<file path="config.mk">
export PLATFORM = sky130hd
export DESIGN_NAME = idle_pwrdn_ctrl
export DESIGN_NICKNAME = d
export VERILOG_FILES = /design/src/rtl/pd_pkg.sv /design/src/rtl/pd_datapath.sv /design/src/rtl/pd_control.sv /design/src/rtl/idle_pwrdn_ctrl.sv
export SDC_FILE = /design/constraint.sdc
export NUM_CORES = 1
export LEC_CHECK = 0
export BUFFER_PORTS_ARGS = -buffer_cell sky130_fd_sc_hd__buf_4
export CORE_MARGIN = 2
export CORE_UTILIZATION = 35
export CTS_CLUSTER_DIAMETER = 60
export CTS_CLUSTER_SIZE = 25
export DETAILED_ROUTE_END_ITERATION = 8
export PLACE_DENSITY = 0.71
export RECOVER_POWER = 25
export SLEW_MARGIN = 0
export SYNTH_ARGS = -nofsm -noshare
export SYNTH_HDL_FRONTEND = slang
export SYNTH_SLANG_ARGS = --single-unit
</file>
<file path="constraint.sdc">
create_clock -name clk -period 1.9 [get_ports clk]
set_input_delay 0 -clock clk [delete_from_list [all_inputs] [get_ports clk]]
set_output_delay 0 -clock clk [all_outputs]
set_load 0.05 [all_outputs]
</file>
<file path="src/rtl/pd_pkg.sv">
package pd_pkg;

  // Strobes from the control module to the datapath
  typedef struct packed {
    logic capture; // load the output register this cycle
    logic drive;   // output enables on
  } pdStrobes_t;

endpackage

</file>
<file path="src/rtl/pd_datapath.sv">
module pd_datapath
  import pd_pkg::*;
#(
  parameter int MON_W = 12,
  parameter int OUT_W = 8
) (
  input  logic             clk,
  input  logic             rst,
  input  logic [MON_W-1:0] monIn,
  input  logic [OUT_W-1:0] coreOut,
  input  pdStrobes_t       strobes,
  output logic             activity,
  output logic [OUT_W-1:0] pinOut,
  output logic [OUT_W-1:0] pinOe
);

  logic [MON_W-1:0] monPrev;
  logic [MON_W-1:0] monDiff;

  // previous sample; reset loads the live value so no false activity follows
  always_ff @(posedge clk) begin
    monPrev <= monIn;
  end

  assign monDiff  = monIn ^ monPrev;
  assign activity = |monDiff;

  // one freezable register per output lane
  for (genvar lane = 0; lane < OUT_W; lane++) begin : g_lane
    logic laneQ;
    always_ff @(posedge clk) begin
      if (rst) begin
        laneQ <= 1'b0;
      end else if (strobes.capture) begin
        laneQ <= coreOut[lane];
      end
    end
    assign pinOut[lane] = laneQ;
    assign pinOe[lane]  = strobes.drive;
  end

endmodule

</file>
<file path="src/rtl/pd_control.sv">
module pd_control
  import pd_pkg::*;
#(
  parameter int IDLE_CYCLES = 4
) (
  input  logic       clk,
  input  logic       rst,
  input  logic       activity,
  input  logic       supplyOk,
  output pdStrobes_t strobes,
  output logic       sleep
);

  localparam int CNT_W = $clog2(IDLE_CYCLES + 1);
  localparam logic [CNT_W-1:0] CNT_MAX = CNT_W'(IDLE_CYCLES);

  logic [CNT_W-1:0] idleCnt;
  logic             wakePend;
  logic             okSeen;
  logic             asleep;

  assign asleep = (idleCnt == CNT_MAX);

  always_ff @(posedge clk) begin
    if (rst) begin
      idleCnt  <= '0;
      wakePend <= 1'b0;
      okSeen   <= 1'b0;
    end else begin
      okSeen   <= okSeen | supplyOk;
      wakePend <= activity & asleep;
      if (activity) begin
        idleCnt <= '0;
      end else if (!asleep) begin
        idleCnt <= idleCnt + CNT_W'(1);
      end
    end
  end

  assign strobes.capture = ~asleep & ~wakePend;
  assign strobes.drive   = okSeen;
  assign sleep           = asleep;

endmodule

</file>
<file path="src/rtl/idle_pwrdn_ctrl.sv">
module idle_pwrdn_ctrl
  import pd_pkg::*;
#(
  parameter int MON_W       = 12,
  parameter int OUT_W       = 8,
  parameter int IDLE_CYCLES = 4
) (
  input  logic             clk,
  input  logic             rst,
  input  logic             supplyOk,
  input  logic [MON_W-1:0] monIn,
  input  logic [OUT_W-1:0] coreOut,
  output logic [OUT_W-1:0] pinOut,
  output logic [OUT_W-1:0] pinOe,
  output logic             sleep
);

  pdStrobes_t strobes;
  logic       activity;

  pd_datapath #(.MON_W(MON_W), .OUT_W(OUT_W)) u_dp (
    .clk      (clk),
    .rst      (rst),
    .monIn    (monIn),
    .coreOut  (coreOut),
    .strobes  (strobes),
    .activity (activity),
    .pinOut   (pinOut),
    .pinOe    (pinOe)
  );

  pd_control #(.IDLE_CYCLES(IDLE_CYCLES)) u_ctl (
    .clk      (clk),
    .rst      (rst),
    .activity (activity),
    .supplyOk (supplyOk),
    .strobes  (strobes),
    .sleep    (sleep)
  );

endmodule

</file>
After elaboration in Yosys (flattened, before gate mapping) --
Index checks and enable logic that the tools add are counted. W data, S select, Z words.
Storage, ports and cells: flip-flop bits (word level) 25, bits of input ports 23
Operators by class: add/subtract/negate cells 1, equality and inequality tests 1, bitwise gates (word level) 6, reductions and logical operators 2
Operator list (count):
- $reduce_or A13 Y1 | 1
- $reduce_or A12 Y1 | 1
- $xor A12 B12 Y12 | 1
- $add A3 B1 Y3 const B | 1
- $eq A3 B3 Y1 const B | 1
- $and A1 B1 Y1 | 2
- $not A1 Y1 | 2
- $or A1 B1 Y1 | 1

Logic depth before layout (Yosys ltp) --
Gate-level depths: netlist (run 1).
depth in word-level cells 3, depth in mapped cells 7, mapped depth without buffers 6

Cells and area by module --
A second synthesis (run 1) with hierarchy kept.
Unflattened totals: cell total of the unflattened synthesis 94, area total of the unflattened synthesis 1007.2 µm²
Modules (own cells, without submodules):
- pd_datapath | instances 1, cells an instance 70, area an instance 770.7 µm², sequential area each 400.4 µm²
- pd_control | instances 1, cells an instance 24, area an instance 236.5 µm², sequential area each 100.1 µm²

Worst setup path after synthesis (run 1) --
No wires, ideal clock.
path type flip-flop to flip-flop, start register u_ctl.idleCnt[0], end register u_ctl.idleCnt[1], setup time 0.070 ns, data arrival time 1.201 ns, data required time 1.830 ns, setup slack 0.629 ns, stages on the path, launching flop included 7, period minus slack after synthesis 1.271 ns, cell sequence dfxtp_1 inv_1 ha_1 nand2_1 inv_1 nand2_1 a21boi_1
On the way: cells in the longest elaborated chain, start to end 1, elaborated cells between the ends (all ways) 2
RTL lines:
- start: declaration | RTL line pd_control.sv:17 | logic [CNT_W-1:0] idleCnt;
- start signal: assignment | RTL line pd_control.sv:35 | idleCnt <= idleCnt + CNT_W'(1);
- $eq A3 B3 Y1 | RTL line pd_control.sv:22 | assign asleep = (idleCnt == CNT_MAX);
- via sleep | RTL line idle_pwrdn_ctrl.sv:15 | output logic sleep
The timed path passes the listed nets, and every way through them passes these cells. A chain may end at the register's enable or synchronous reset.

Worst setup path after layout (run 1) --
start register u_ctl.idleCnt[0], end register u_dp.g_lane[3].laneQ
On the way: cells in the longest elaborated chain, start to end 3
RTL lines:
- $eq A3 B3 Y1 | RTL line pd_control.sv:22
- $not A1 Y1 | RTL line pd_control.sv:40 | assign strobes.capture = ~asleep & ~wakePend;
- $and A1 B1 Y1 | RTL line pd_control.sv:40
- end signal: assignment | RTL line pd_datapath.sv:35 | laneQ <= coreOut[lane];
- end: declaration | RTL line pd_datapath.sv:30 | logic laneQ;
Every way passes these cells.

==> impl_metrics.json, run 1 <==
{
  "worstHoldStart": "monIn[8]",
  "ys_ff_latch": 25,
  "synth_most_common_cell": "dfxtp_1",
  "synth_flop_cell": "dfxtp_1",
  "seq_power_share": 0.558,
  "antenna_found_initial": 0,
  "r2r-end": "u_dp.g_lane[3].laneQ",
  "critPathMostFrequentCell": "a21oi_1",
  "cts-root-buf": "clkbuf_4",
  "seq_area_frac_synth": 0.5089,
  "cp.required_ns": 2.15,
  "synth_edf_count": 0,
  "synth.distinct_cells": 18,
  "clock_latency_ns": 0.31,
  "drtAntennaViolNets": 0,
  "fill_cells": 246,
  "fp.dieW_um": 57.01,
  "cts_setup_buffers": 0,
  "r2r-start": "u_ctl.idleCnt[0]",
  "drt_iter0_drc": 15,
  "gr-total-overflow": 0,
  "nNetsFinal": 176,
  "cts_max_path_buffers": 2,
  "final_layout_size_suffix_gt1_frac": 0.2467,
  "final.period_utilization": 0.7676,
  "gp_congestion": 0.7202,
  "finalClockSkew_ns": 0.003579,
  "post-route-cell-area_sq_um": 1414,
  "outcome": "finished, final reports clean",
  "drtPass1Iterations": 3,
  "path_clk_slew_ns": 0.13,
  "max_slew_margin": 0.6192,
  "power.density_nw_per_um2": 711.6,
  "rows": 19,
  "yosys_warnings": 0,
  "tightestPinTransition_ns": 0.5713,
  "grt_pass1_wl_um": 2994,
  "drv_slew": 0,
  "rsz0062_at_grt": "no",
  "worstSetupEndpointType": "register",
  "clock_sinks": 25,
  "drv_cap": 0,
  "wirelength_um": 1808,
  "grt_max_degree": 15,
  "finalSetupViolCount": 0,
  "max_freq_ghz": 0.6857,
  "critPathLaunchType": "register",
  "htree_levels": 1,
  "ys_async_sr_fraction": 0,
  "syn_area_sq_um": 983.4,
  "worstPathArrival_ns": 1.71,
  "switching_share": 0.2769,
  "num_io_pins": 40,
  "p_clk_frac": 0.226,
  "critPathSlowestCell": "a21oi_1",
  "start_util": 0.3629,
  "cp_slowest_stage_delay_ns": 0.49,
  "dpl_cell_area_sq_um": 1186,
  "total_power_mw": 1.006,
  "period_minus_slack_ns": 1.458,
  "cts_buffers": 3,
  "path_max_fanout": 8,
  "instances_no_fill": 181,
  "r2r_cells": 5,
  "drc": 0,
  "critPathTopFamily": "compound AO/OA/AOI/OAI gates",
  "crit_chain": "inv_1 > ha_1 > a21oi_1 > nand2_1 > a21oi_1",
  "min_to": "u_dp.monPrev[8]",
  "dp_hpwl_um": 1303,
  "post_drt_wl_per_cell_um": 9.989,
  "synth_cells": 102,
  "setup_tns_ns": 0,
  "combPwrFrac": 0.216,
  "yosys-top-cells-area": "dfxtp_1 51%, buf_4 12%, xnor2_1 12%",
  "grt_usage": 0.1177,
  "placed_cells": 154,
  "synth_nets": 127,
  "hold_path_depth": 2,
  "design.core.area_sq_um": 2710,
  "synth_common_cells": "25 x dfxtp_1, 19 x nand2_1, 16 x buf_4",
  "synth_top_cell_area_share": 0.5089,
  "fp.dieArea_sq_um": 3250,
  "power.leakage_nw": 0.6193,
  "synth_area_per_cell_sq_um": 9.642,
  "vias": 781,
  "path_class": "register to register",
  "hold_class": "input port to register",
  "p_int_mw": 0.7275,
  "port_buffers": 39,
  "r2r_slack_ns": 0.44,
  "whs_ns": 0.3534,
  "timing.final.hold_violations": 0,
  "grt_pass1_vias": 744,
  "viasPerCell": 4.315,
  "cts_tree": "yes",
  "p_switching_mw": 0.2786,
  "peakVddDrop_mv": 0.5233,
  "crit_buf_inv": 1,
  "n_antenna_cell": 0,
  "die_height_um": 57.01,
  "syn_to_final_growth_pct": 43.77,
  "yosysTopAreaCell": "dfxtp_1"
}
==> layout make-up <==
| type | count | area, sq um | area share |
|---|---|---|---|
| sequential | 25 | 500.5 | 0.3540 |
| timing repair buffer | 62 | 493.0 | 0.3487 |
| multi-input combinational | 56 | 342.8 | 0.2425 |
| tap | 31 | 38.79 | 0.02743 |
| clock buffer | 3 | 22.52 | 0.01593 |
| inverter | 3 | 11.26 | 0.007965 |
| clock inverter | 1 | 5.005 | 0.003540 |
==> worst register-to-register path: stages (launching register included) <==
cell	delay (ns)
dfxtp_1	0.36
inv_1	0.07
ha_1	0.22
a21oi_1	0.49
nand2_1	0.13
a21oi_1	0.15
==> stage by stage <==
step	setup slack, ns	util
after global routing	0.2798	0.5217
after CTS	0.4187	0.5328
after detailed placement	0.4607	0.4377
after global placement	0.5618	0.4377
after floorplan	0.6288	-
final	0.4416	0.5217
==> power by group through the flow <==
stage / clock [mW] / combinational [mW] / sequential (mW)
global route: 0.271 / 0.231 / 0.565
CTS: 0.243 / 0.225 / 0.562
detailed placement: 0 / 0.187 / 0.574
finish: 0.227 / 0.217 / 0.561
floorplan: 0 / 0.141 / 0.571
global placement: 0 / 0.185 / 0.573
==> worst max path at each step <==
stage,startpoint,end,depth (start not counted)
floorplan,u_ctl.idleCnt[0],u_ctl.idleCnt[1],6
global placement,u_ctl.idleCnt[0],u_dp.g_lane[2].laneQ,5
detailed placement,u_ctl.idleCnt[0],u_dp.g_lane[6].laneQ,5
CTS,u_ctl.idleCnt[1],u_dp.g_lane[3].laneQ,5
global route,u_ctl.idleCnt[1],u_dp.g_lane[6].laneQ,5
finish,u_ctl.idleCnt[0],u_dp.g_lane[3].laneQ,5
==> placed cells by master (no fill, tap or decap), types with 2 or more instances in the layout <==
cell type / Yosys / layout
buf_4: 16 / 29
dfxtp_1: 25 / 25
dlygate4sd3_1: 0 / 23
nand2_1: 19 / 19
xnor2_1: 13 / 13
a21oi_1: 9 / 9
clkbuf_1: 1 / 7
clkbuf_4: 0 / 5
inv_1: 3 / 3
nand4_1: 3 / 3
nor2_1: 2 / 2
nor3_1: 2 / 2
ha_1: 2 / 2
==> per-layer routing <==
| layer | up-vias | global-route usage | wire length, um | part of all wire |
|---|---|---|---|---|
| li1 | 406 | - | - | - |
| met1 | 344 | 0.1282 | 749 | 0.41 |
| met2 | 31 | 0.2167 | 932 | 0.52 |
| met3 | 0 | 0.02721 | 127 | 0.070 |
| met4 | 0 | 0.04983 | 0 | 0 |
| met5 | - | 0 | 0 | 0 |
==> kinds of logic after synthesis <==
family | count (synthesis) | synth area share
AND/OR/NAND/NOR | 30 | 0.1438
buffers and inverters | 21 | 0.1425
adder cells (fa/ha/maj) | 2 | 0.02544
AO/OA/AOI/OAI | 11 | 0.06361
flip-flops | 25 | 0.5089
XOR/XNOR | 13 | 0.1158
==> registers in the layout, indices dropped and copies added (netlist names) <==
| signal | count |
|---|---|
| u_ctl.okSeen | 1 |
| u_ctl.idleCnt | 3 |
| u_ctl.wakePend | 1 |
| u_dp.g_lane.laneQ | 8 |
| u_dp.monPrev | 12 |
==> timing repair <==
item | in CTS | in global routing
hold endpoints to repair | 22 | 0
gates resized for setup | 0 | 0
hold buffers | 23 | 0
(Power assumes the default switching activity.)
==> inputs of run 2 (changes only) <==
Clock period 1.9 ns to 1.4 ns, I/O delays scaled along.
==> run 2 against run 1 <==
  * Global-route usage rose by 0.35 points
  * Clock skew barely moved
  * Critical endpoint is now sleep
  * Register-to-register slack worse by 0.30 ns
  * Wire length rose by 2.2%
  * Non-clock buffer count grew 2
  * Clock power grew 37%
  * Hold slack better by 0.0015 ns
  * Critical path depth unchanged
  * Count of clock-buffer cells in the layout is 1 higher
  * First-iteration DRC count grew 60%
  * Combinational power is 37% higher
  * Power up 36%
==> impl_metrics.json, run 2 (synthesis results as in run 1) <==
{
  "critPathMostFrequentCell": "inv_1",
  "path_class": "register to output port",
  "tightestPinTransition_ns": 0.2901,
  "hold_class": "input port to register",
  "post_drt_wl_per_cell_um": 10.09,
  "crit_buf_inv": 3,
  "nNetsFinal": 178,
  "cts_max_path_buffers": 2,
  "top_register": "u_dp.monPrev",
  "grt_pass1_wl_um": 3056,
  "drv_cap": 0,
  "switching_share": 0.2744,
  "period_minus_slack_ns": 1.275,
  "multi_input_area_sq_um": 354.1,
  "drv_slew": 0,
  "dr_wl_met3_um": 131,
  "start_util": 0.3629,
  "crit_chain": "inv_1 > ha_1 > nand2_2 > inv_1 > buf_6",
  "reg.largest.list": "u_dp.monPrev x12, u_dp.g_lane.laneQ x8, u_ctl.idleCnt x3",
  "die_height_um": 57.01,
  "power.density_nw_per_um2": 944.7,
  "fp.dieW_um": 57.01,
  "syn_to_final_growth_pct": 47.46,
  "p_int_mw": 0.9940,
  "instances_no_fill": 183,
  "setup_tns_ns": 0,
  "p_clk_frac": 0.226,
  "cts_buffers": 3,
  "wirelength_um": 1847,
  "fp.dieArea_sq_um": 3250,
  "antenna_found_initial": 0,
  "placed_cells": 155,
  "rows": 19,
  "drc": 0,
  "n_antenna_cell": 0,
  "critPathLaunchType": "register",
  "finalClockSkew_ns": 0.003783,
  "largest_reg_flops": 12,
  "drt_iter0_drc": 24,
  "drtAntennaViolNets": 0,
  "drtPass1Iterations": 4,
  "path_max_fanout": 4,
  "total_power_mw": 1.370,
  "critPathSlowestCell": "dfxtp_1",
  "viasPerCell": 4.372,
  "design.core.area_sq_um": 2710,
  "combPwrFrac": 0.217,
  "grt_max_degree": 14,
  "power.leakage_nw": 0.6398,
  "cts_tree": "yes",
  "gp_congestion": 0.7652,
  "p_switching_mw": 0.3760,
  "outcome": "finished, final reports clean",
  "seq_power_share": 0.557,
  "layout.area.seq_sq_um": 500.5,
  "cp_slowest_stage_delay_ns": 0.36,
  "layout_commonest_cell": "buf_4",
  "path_clk_slew_ns": 0.13,
  "wl_met2_um": 946,
  "max_freq_ghz": 0.7840,
  "fill_cells": 250,
  "worstPathArrival_ns": 1.28,
  "whs_ns": 0.3549,
  "port_buffers": 39,
  "clock_sinks": 25,
  "grt_usage": 0.1212,
  "final_layout_size_suffix_gt1_frac": 0.2697,
  "rsz0062_at_grt": "no",
  "highest_layer": "met3",
  "wl_met1_um": 769,
  "dp_hpwl_um": 1236,
  "cp.required_ns": 1.40,
  "gr-total-overflow": 0,
  "critPathTopFamily": "flip-flops",
  "peakVddDrop_mv": 1.154,
  "htree_levels": 1,
  "finalSetupViolCount": 0,
  "timing.final.hold_violations": 0,
  "max_slew_margin": 0.8066,
  "num_io_pins": 40,
  "clock_latency_ns": 0.31,
  "cts-root-buf": "clkbuf_4",
  "final_cell_mix": "30 x buf_4, 25 x dfxtp_1, 23 x dlygate4sd3_1",
  "final.period_utilization": 0.9110,
  "worstSetupEndpointType": "output port",
  "grt_pass1_vias": 762,
  "vias": 800
}
[run 2: cell count changes in the layout (fill, tap and decap cells not counted)]
cell,change
nand2_1,-1
nor4_2,-1
buf_6,+1
nor4_4,+1
nand2_2,+1
clkinv_2,-1
buf_4,+1
buf_1,-1
clkbuf_4,+2
[run 2: layer usage]
layer / GRT usage / vias to the layer above
met5: 0 / -
met4: 0.01993 / 0
met3: 0.04762 / 0
met2: 0.2332 / 36
met1: 0.1245 / 351
li1: - / 413
[run 2: through the flow]
| stage | instance area (sq um) | util | setup WS (ns) |
|---|---|---|---|
| 2_1_floorplan | 983.4 | - | 0.1288 |
| 3_3_place_gp | 1194 | 0.4404 | 0.1858 |
| 3_5_place_dp | 1194 | 0.4404 | 0.1278 |
| 4_1_cts | 1453 | 0.5360 | 0.03651 |
| 5_1_grt | 1450 | 0.5351 | 0.01685 |
| 6_report | 1450 | 0.5351 | 0.1246 |
[run 2: power by group through the flow]
stage	Sequential [mW]	Clock, mW	Combinational, mW
after floorplan	0.775	0	0.191
after global placement	0.777	0	0.250
after detailed placement	0.779	0	0.253
after CTS	0.763	0.332	0.304
after global routing	0.768	0.362	0.317
final	0.763	0.310	0.298
[run 2: cell type report]
type,instances,area share
Clock buffer,4,0.01812
Multi-Input combinational cell,56,0.2442
Inverter,3,0.007765
Sequential cell,25,0.3451
Timing Repair Buffer,64,0.3581
Tap cell,31,0.02675
[run 2: what timing repair did]
| item | 4_1_cts | 5_1_grt |
|---|---|---|
| gates resized for setup | 1 | 2 |
| hold buffers | 23 | 0 |
| setup endpoints to repair | 1 | 6 |
| pin swaps | 0 | 1 |
| hold endpoints to repair | 22 | 0 |
| buffers inserted | 0 | 1 |
[run 2: worst paths after layout]
path	to	from	depth (start not counted)	slack [ns]
max	sleep	u_ctl.idleCnt[0]	5	0.12
min	u_dp.monPrev[2]	monIn[2]	2	0.35
max reg2reg	u_ctl.idleCnt[0]	u_dp.monPrev[5]	4	0.14
min reg2reg	u_dp.g_lane[2].laneQ	u_dp.g_lane[2].laneQ	2	0.47
[run 2: worst register-to-register path: stages (launching register included)]
cell     delay (ns)
dfxtp_1        0.34
xnor2_1        0.17
nand4_1        0.18
nor4_4         0.33
and2_2         0.19
